**config.mk**
```make
export PLATFORM = sky130hd
export DESIGN_NAME = ccd_shutter_seq
export DESIGN_NICKNAME = d
export VERILOG_FILES = /design/src/rtl/ccd_shut_pkg.sv /design/src/rtl/shut_cfg.sv /design/src/rtl/shut_line.sv /design/src/rtl/shut_span.sv /design/src/rtl/ccd_shutter_seq.sv
export SDC_FILE = /design/constraint.sdc
export NUM_CORES = 1
export LEC_CHECK = 0
export BUFFER_PORTS_ARGS = -buffer_cell sky130_fd_sc_hd__buf_2
export CELL_PAD_IN_SITES_DETAIL_PLACEMENT = 1
export CELL_PAD_IN_SITES_GLOBAL_PLACEMENT = 1
export CORE_ASPECT_RATIO = 1.1
export CORE_MARGIN = 2
export CORE_UTILIZATION = 46
export CTS_CLUSTER_DIAMETER = 60
export DETAILED_ROUTE_END_ITERATION = 6
export GPL_TIMING_DRIVEN = 1
export PLACE_DENSITY = 0.85
export SYNTH_ARGS = -nofsm -noshare
export SYNTH_HDL_FRONTEND = slang
export SYNTH_HIERARCHICAL = 1
export SYNTH_SLANG_ARGS = --single-unit
```
**constraint.sdc**
```tcl
create_clock -name clk_i -period 3.2 [get_ports clk_i]
set_input_delay 0 -clock clk_i [delete_from_list [all_inputs] [get_ports clk_i]]
set_output_delay 0 -clock clk_i [all_outputs]
set_load 0.03 [all_outputs]
```
**src/rtl/ccd_shut_pkg.sv**
```systemverilog
package ccd_shut_pkg;
  localparam int VW = 8;   // field count width
  localparam int HW = 10;  // line count width
  localparam int LW = 11;  // line index width

  typedef enum logic [1:0] {
    SM_STOP  = 2'b00,
    SM_SPEED = 2'b01,
    SM_HOLD  = 2'b10,
    SM_RSVD  = 2'b11
  } smode_e;

  typedef struct packed {
    smode_e        mode;
    logic [VW-1:0] vcnt;
    logic [HW-1:0] hcnt;
    logic [VW-1:0] fsel;
  } shut_cfg_t;
endpackage

```
**src/rtl/shut_cfg.sv**
```systemverilog
module shut_cfg
  import ccd_shut_pkg::*;
(
  input  logic          clk_i,
  input  logic          rst_ni,
  input  logic          load_i,
  input  logic          busy_i,
  input  logic [1:0]    mode_i,
  input  logic [VW-1:0] svd_i,
  input  logic [HW-1:0] shd_i,
  input  logic [VW-1:0] spl_i,
  output shut_cfg_t     cfg_o
);
  shut_cfg_t cfg_q;

  always_ff @(posedge clk_i or negedge rst_ni) begin
    if (!rst_ni) begin
      cfg_q <= '{mode: SM_STOP, vcnt: '0, hcnt: '0, fsel: '0};
    end else if (load_i && !busy_i) begin
      cfg_q <= '{mode: smode_e'(mode_i), vcnt: svd_i, hcnt: shd_i, fsel: spl_i};
    end
  end

  assign cfg_o = cfg_q;


  cfg_frozen_chk: assert property (@(posedge clk_i) disable iff (!rst_ni)
    busy_i && load_i |=> $stable(cfg_q));

  cfg_take_chk: assert property (@(posedge clk_i) disable iff (!rst_ni)
    !busy_i && load_i |=> cfg_q.vcnt == $past(svd_i) && cfg_q.hcnt == $past(shd_i));
endmodule

```
**src/rtl/shut_line.sv**
```systemverilog
module shut_line
  import ccd_shut_pkg::*;
(
  input  logic          clk_i,
  input  logic          rst_ni,
  input  logic          vd_i,
  input  logic          hd_i,
  input  logic [LW-1:0] lines_i,
  input  logic [HW-1:0] shd_i,
  output logic          win_o
);
  localparam int SW = LW + 1;

  logic [LW-1:0] line_q;
  logic [SW-1:0] reach;

  always_ff @(posedge clk_i or negedge rst_ni) begin
    if (!rst_ni)                    line_q <= '0;
    else if (vd_i)                  line_q <= '0;
    else if (hd_i && line_q != '1)  line_q <= line_q + 1'b1;
  end

  // line index plus remaining SUB lines must reach the readout index
  assign reach = {1'b0, line_q} + {{(SW-HW){1'b0}}, shd_i} + SW'(1);
  assign win_o = (line_q < lines_i) && (reach >= {1'b0, lines_i});


  line_clr_chk: assert property (@(posedge clk_i) disable iff (!rst_ni)
    vd_i |=> line_q == '0);

  line_step_chk: assert property (@(posedge clk_i) disable iff (!rst_ni)
    hd_i && !vd_i && line_q != '1 |=> line_q == $past(line_q) + 1'b1);
endmodule

```
**src/rtl/shut_span.sv**
```systemverilog
module shut_span
  import ccd_shut_pkg::*;
(
  input  logic          clk_i,
  input  logic          rst_ni,
  input  logic          vd_i,
  input  shut_cfg_t     cfg_i,
  output logic          active_o,
  output logic [VW-1:0] fidx_o
);
  logic          act_q;
  logic [VW-1:0] fidx_q;
  logic          slow;

  assign slow = (cfg_i.mode == SM_SPEED) && (cfg_i.vcnt != '0);

  always_ff @(posedge clk_i or negedge rst_ni) begin
    if (!rst_ni) begin
      act_q  <= 1'b0;
      fidx_q <= '0;
    end else if (vd_i) begin
      if (act_q) begin
        if (fidx_q == cfg_i.vcnt) begin
          act_q  <= 1'b0;
          fidx_q <= '0;
        end else begin
          fidx_q <= fidx_q + 1'b1;
        end
      end else if (slow) begin
        act_q  <= 1'b1;
        fidx_q <= '0;
      end
    end
  end

  assign active_o = act_q;
  assign fidx_o   = fidx_q;


  fidx_idle_chk: assert property (@(posedge clk_i) disable iff (!rst_ni)
    fidx_q != '0 |-> act_q);

  fidx_bound_chk: assert property (@(posedge clk_i) disable iff (!rst_ni)
    act_q |-> fidx_q <= cfg_i.vcnt);

  fidx_hold_chk: assert property (@(posedge clk_i) disable iff (!rst_ni)
    !vd_i |=> $stable(fidx_q) && $stable(act_q));
endmodule

```
**src/rtl/ccd_shutter_seq.sv**
```systemverilog
module ccd_shutter_seq
  import ccd_shut_pkg::*;
(
  input  logic          clk_i,
  input  logic          rst_ni,
  input  logic          vd_i,
  input  logic          hd_i,
  input  logic [1:0]    mode_i,
  input  logic [VW-1:0] svd_i,
  input  logic [HW-1:0] shd_i,
  input  logic [VW-1:0] spl_i,
  input  logic          load_i,
  input  logic [LW-1:0] lines_i,
  output logic          sub_en_o,
  output logic          rd_inhibit_o,
  output logic          busy_o
);
  shut_cfg_t     cfg;
  logic          win, span_act;
  logic [VW-1:0] fidx;
  logic          fast_fire, slow_fire;
  logic          inh_q;

  shut_cfg u_cfg (
    .clk_i, .rst_ni, .load_i, .busy_i(span_act),
    .mode_i, .svd_i, .shd_i, .spl_i, .cfg_o(cfg)
  );

  shut_line u_line (
    .clk_i, .rst_ni, .vd_i, .hd_i, .lines_i, .shd_i(cfg.hcnt), .win_o(win)
  );

  shut_span u_span (
    .clk_i, .rst_ni, .vd_i, .cfg_i(cfg), .active_o(span_act), .fidx_o(fidx)
  );

  assign fast_fire = (cfg.mode == SM_SPEED) && (cfg.vcnt == '0);
  assign slow_fire = (cfg.mode == SM_SPEED) && (cfg.vcnt != '0) && span_act &&
                     (fidx == cfg.fsel);

  always_ff @(posedge clk_i or negedge rst_ni) begin
    if (!rst_ni)   inh_q <= 1'b0;
    else if (vd_i) inh_q <= (cfg.mode == SM_HOLD);
  end

  assign sub_en_o     = win && (fast_fire || slow_fire);
  assign rd_inhibit_o = inh_q;
  assign busy_o       = span_act;


  sub_mode_chk: assert property (@(posedge clk_i) disable iff (!rst_ni)
    sub_en_o |-> cfg.mode == SM_SPEED);

  inh_edge_chk: assert property (@(posedge clk_i) disable iff (!rst_ni)
    !vd_i |=> $stable(rd_inhibit_o));

  busy_rise_chk: assert property (@(posedge clk_i) disable iff (!rst_ni)
    $rose(busy_o) |-> $past(vd_i));
endmodule

```
**After elaboration in Yosys (flattened, before gate mapping)**

Index checks and enable logic that the tools add are counted.
W data, S select, Z words.

- $add $sub $neg: 4
- $lt $le $gt $ge: 2
- Equal/unequal tests: 5
- Muxes and demuxes: 8
- Reduce and logical (&&, ||, !) cells: 15

Operator list:

| cell | number |
|---|---|
| $mux W8 | 3 |
| $mux W11 | 2 |
| $eq A8 B8 Y1 | 2 |
| $add A11 B10 Y12 | 1 |
| $add A12 B1 Y12 const B | 1 |
| $ge A12 B11 Y1 | 1 |
| $add A11 B1 Y11 const B | 1 |
| $lt A11 B11 Y1 | 1 |
| $ne A11 B11 Y1 const B | 1 |
| $add A8 B1 Y8 const B | 1 |
| $logic_and A1 B1 Y1 | 8 |
| $logic_not A8 Y1 | 1 |
| $reduce_bool A8 Y1 | 1 |
| $reduce_bool A2 Y1 | 2 |
| $mux W1 | 3 |
| $eq A2 B1 Y1 const B | 1 |
| $eq A2 B2 Y1 const B | 1 |
| $reduce_and A2 Y1 | 1 |
| $logic_not A1 Y1 | 1 |
| $logic_or A1 B1 Y1 | 1 |

- Register bits: 49
- Bits of input ports: 44
- Output and inout bits: 3
- Logic and storage cells: 42

**Logic depth before layout (Yosys ltp)**

- Depth after elaboration: 6
- Gate-level depth with buffers: 16
- Gate-level depth less buffers: 16

**Cells and area by module**

The synthesis kept the hierarchy.

By module, submodules not included:

| module | times used | cells an instance | area an instance (um^2) | seq. area each (um^2) |
|---|---|---|---|---|
| shut_line | 1 | 174 | 1483.9 | 275.3 |
| shut_cfg | 1 | 60 | 1164.9 | 700.7 |
| shut_span | 1 | 64 | 621.8 | 225.2 |
| ccd_shutter_seq | 1 | 20 | 161.4 | 25.0 |

**Worst setup path after synthesis**

OpenSTA, ideal clock, no wires.

- Path type: register to output
- Start: register u_line.line_q[4]
- End: output port sub_en_o
- Arrival time: 3261 ps
- Data required time: 3200 ps
- Setup slack: -61 ps
- Cell stages (with the launch flop): 15
- Cell sequence: dfrtp_1 > ha_1 > and2_1 > a31oi_1 > nand3b_1 > a211oi_1 > nor2_1 > xor2_1 > ha_1 > nand2_1 > nor4_1 > o2111ai_1 > a311oi_1 > nand2_1 > a211oi_2

- Cells in the longest elaborated chain, start to end: 5
- Elaborated cells between the ends (all ways): 6
- Classes of those cells: add/sub: 2; order compare: 2; reduce/logical: 2

Ends and longest elaborated chain:

| element | line | source |
|---|---|---|
| start, declared | shut_line.sv:14 | `logic [LW-1:0] line_q;` |
| start signal, assigned | shut_line.sv:20 | `else if (hd_i && line_q != '1) line_q <= line_q + 1'b1;` |
| $add A11 B10 Y12 | shut_line.sv:24 | `assign reach = {1'b0, line_q} + {{(SW-HW){1'b0}}, shd_i} + SW'(1);` |
| $add A12 B1 Y12 | shut_line.sv:24 |  |
| $ge A12 B11 Y1 | shut_line.sv:25 | `assign win_o = (line_q < lines_i) && (reach >= {1'b0, lines_i});` |
| $logic_and A1 B1 Y1 (*) | shut_line.sv:25 |  |
| net win | ccd_shutter_seq.sv:19 | `logic win, span_act;` |
| $logic_and A1 B1 Y1 (*) | ccd_shutter_seq.sv:46 | `assign sub_en_o = win && (fast_fire \|\| slow_fire);` |
| end, declared | ccd_shutter_seq.sv:14 | `output logic sub_en_o,` |

Mark *: on every way through the listed nets, which the timed path passes. The rest lies on a longest branch.

**Final worst setup path**

- Start: register u_line.line_q[1]
- End: output port sub_en_o

The elaborated chain is that of the path after synthesis.

==> flow_summary.ini <==
[sta]
finalCriticalPeriod_ns = 3.55
clock.fmax_mhz = 282
rsz0062_at_grt = true
finalSetupTns_ns = -0.347
whs_ns = 0.0621
final_hold_viol_count = 0
slew_viol_final = 0
period_share_pct = 111
finalSetupViolations = 1
worst_pin_slew_ns = 0.808
worst_slew_margin_rel_pct = 46.0
setup_ws_ns = -0.347
fin_skew_ns = 0.0109

[die]
rows = 33
core-area_um2 = 7350
die_height_um = 94.6
io_pins = 47
chipWidth_um = 86.4
start_util_pct = 46.7
dieArea_um2 = 8170

[global_routing]
grt_pass1_vias = 3134
grt_overflow = 0
track_usage_pct = 24.3
antenna_found_initial = 0
grt_pass1_wl_um = 15300
grt_max_degree = 33

[finish]
num_antenna_cells = 0
fin_area_um2 = 4350
fin_cells = 509
drive_gt1_share_pct = 33.6
fin_nets = 499
syn2layout_area_growth_pct = 26.7

[worst_setup_path]
cp-start-kind = register
required_ns = 3.20
crit_family = compound AO/OA/AOI/OAI gates
crit_type = reg -> out
crit_fanout = 2
end_kind = output port
arrival_ns = 3.55
worst_path_max_delay_cell = dfrtp_1
path_buf_inv = 3
path_cells = ha_1, nor2b_4, o2111ai_2, buf_4, buf_4, nand3_1, a41o_1, a21oi_2, xnor2_1, ha_1, a21oi_1, o22ai_1, nor2_1, a311oi_2, nand2_1, a211oi_4, buf_6
max_stage_delay_ns = 0.40

[logic_synthesis]
synthArstFlopShare_pct = 100
synth_flop_cell = dfrtp_1
avgSynthCellArea_um2 = 10.8
yosys_warnings = 6
syn_nets = 396
syn_inst = 318
ys_ff_latch = 49
yosysSeqAreaShare_pct = 35.7
yosysUniqueCellTypes = 59
syn_area_um2 = 3430
synth_edf_count = 0

[detailed_routing]
via_per_inst = 5.57
vias = 2836
wl_um = 9430
post_drt_wl_per_cell_um = 18.5
postRouteAntennaNets = 0
drc = 0
drtPass1Iterations = 4
drt_iter0_drc = 107

[clock_tree]
cts_sinks = 49
numCtsBuffers = 5
cts.reportedPaths.clkPinSlew_ns = 0.10
cts_tree = yes
cts-root-buf = clkbuf_8
clock_latency_ns = 0.32
h-tree-depth = 2
cts_buffer_depth = 2

[placement]
port_buffers = 46
placed_area_um2 = 3870
globalplace.congestion = 0.874
dp.cells = 469
detailed_place_hpwl_um = 6730

[power_and_ir_drop]
ir_worst_vdd_v = 0.000346
power_mw = 2.73
p_leak_nw = 2.10
power.density_nw_per_um2 = 628

[flow_run]
max-cap-violations = 0

[run_status]
outcome = complete, but fails checks
violations = negative setup slack

[worst_hold_path]
worst_hold_path_type = in -> reg
==> worst reg2reg max path, stage by stage (launching register included) <==
cell     delay, ns
dfrtp_1       0.40
buf_4         0.16
ha_1          0.23
nand3_1       0.15
o41ai_4       0.11
nor3_2        0.32
or3b_1        0.43
xor2_1        0.18
nor2_1        0.06
==> layout by cell type (no fill, tap or decap), types with 2 or more instances in the layout <==
cell type      count
o21a_1             2
nor4_1             5
o22ai_1            3
mux2_2             8
a21oi_2            4
xnor2_1           10
buf_2             45
o311ai_1           2
a21oi_1           13
ha_1              32
o21ai_0            7
nand2_2            2
nor3_2             2
nor2b_4            2
and3_1             2
nor2_1            18
or3_2              2
nor3_1             5
o2111ai_2          2
mux2_4            20
nand4_1            3
nand2_1           15
or2_2              2
nand3b_1           2
inv_1             26
a22o_1             2
dfrtp_1           49
buf_4             27
nor4_4             2
clkbuf_8           5
dlygate4sd3_1     29
nand3_1           12
nand2b_1           3
a211oi_1           2
or3_1              2
xor2_1            21
o21ai_1            3
a21o_1             4
==> stage by stage <==
step	worst slack [ns]	utilization (%)
after detailed placement	-0.281	52.7
after CTS	-0.253	58.8
final	-0.347	59.2
after global routing	-0.527	59.2
after floorplan	0.0136	-
after global placement	-0.197	52.7
==> path summary, 6_finish.rpt <==
kind                             startpoint          endpoint  slack, ns  depth (start not counted)
setup / recovery           u_line/line_q[1]          sub_en_o      -0.35                         17
hold / removal                         vd_i  u_line/line_q[3]       0.06                          2
setup reg to reg           u_line/line_q[1]  u_line/line_q[7]       1.04                          8
hold reg to reg             u_cfg/cfg_o[17]   u_cfg/cfg_o[17]       0.53                          1
max in group asynchronous            rst_ni  u_span/fidx_o[0]       2.25                          3
min in group asynchronous            rst_ni   u_cfg/cfg_o[10]       0.15                          2
==> state kept, by name, summed over array words and instances (netlist names) <==
signal and count:
u_cfg/cfg_o 28, u_line/line_q 11, u_span/fidx_o 8, rd_inhibit_o 1
u_span/active_o 1
==> Yosys cell counts (3+ instances only) <==
library cell,instances,area [um^2]
dfrtp_1,49,1230
ha_1,33,413
inv_1,26,97.6
xor2_1,21,184
mux2_4,20,300
nor2_1,18,67.6
nand2_1,16,60.1
a21oi_1,15,75.1
nand3_1,12,60.1
xnor2_1,10,87.6
mux2_2,8,90.1
o21ai_0,8,40.0
nor4_1,6,37.5
nor3_1,5,25.0
a21o_1,4,30.0
a211oi_1,3,22.5
buf_12,3,60.1
nand2b_1,3,18.8
nand4_1,3,18.8
o22ai_1,3,18.8
==> area by class of cell <==
cell class | instances | area [um^2]
clock buffer | 5 | 68.8
clock inverter | 3 | 21.3
fill | 827 | 3000
inverter | 26 | 97.6
multi-input combinational | 237 | 2100
sequential | 49 | 1230
tap | 87 | 109
timing repair buffer | 102 | 729
==> cells by family (layout without fill, tap and decap cells) <==
logic type | count (synthesis) | after routing | synth area share (%)
multiplexers | 29 | 29 | 11.7
flip-flops | 49 | 49 | 35.7
XOR/XNOR | 32 | 32 | 8.39
buffers and inverters | 32 | 136 | 5.36
adder cells (fa/ha/maj) | 34 | 34 | 12.6
AND/OR/NAND/NOR | 85 | 85 | 14.1
AO/OA/AOI/OAI | 57 | 57 | 12.1
==> power by group <==
group	switching, mW	leakage (nW)	internal (mW)	total, mW
clock network	0.236	0.0445	0.156	0.392
logic	0.621	1.45	0.677	1.30
registers	0.237	0.607	0.804	1.04
total	1.09	2.10	1.64	2.73
==> timing repair <==
item / 4_1_cts / 5_1_grt
endpoints found under the hold margin: 45 / 0
pin swaps: 15 / 2
hold buffers: 29 / 0
gates resized for setup: 10 / 7
setup buffers: 4 / 0
endpoints found under the setup margin: 1 / 1
==> per-layer routing <==
| layer | global-route usage, % | routed length [um] |
|---|---|---|
| met1 | 27.6 | 3850 |
| met4 | 9.24 | 208 |
| met2 | 45.8 | 5120 |
| met5 | 0 | 0 |
| met3 | 2.80 | 248 |
Note: power is estimated with default switching activity, not from simulation.
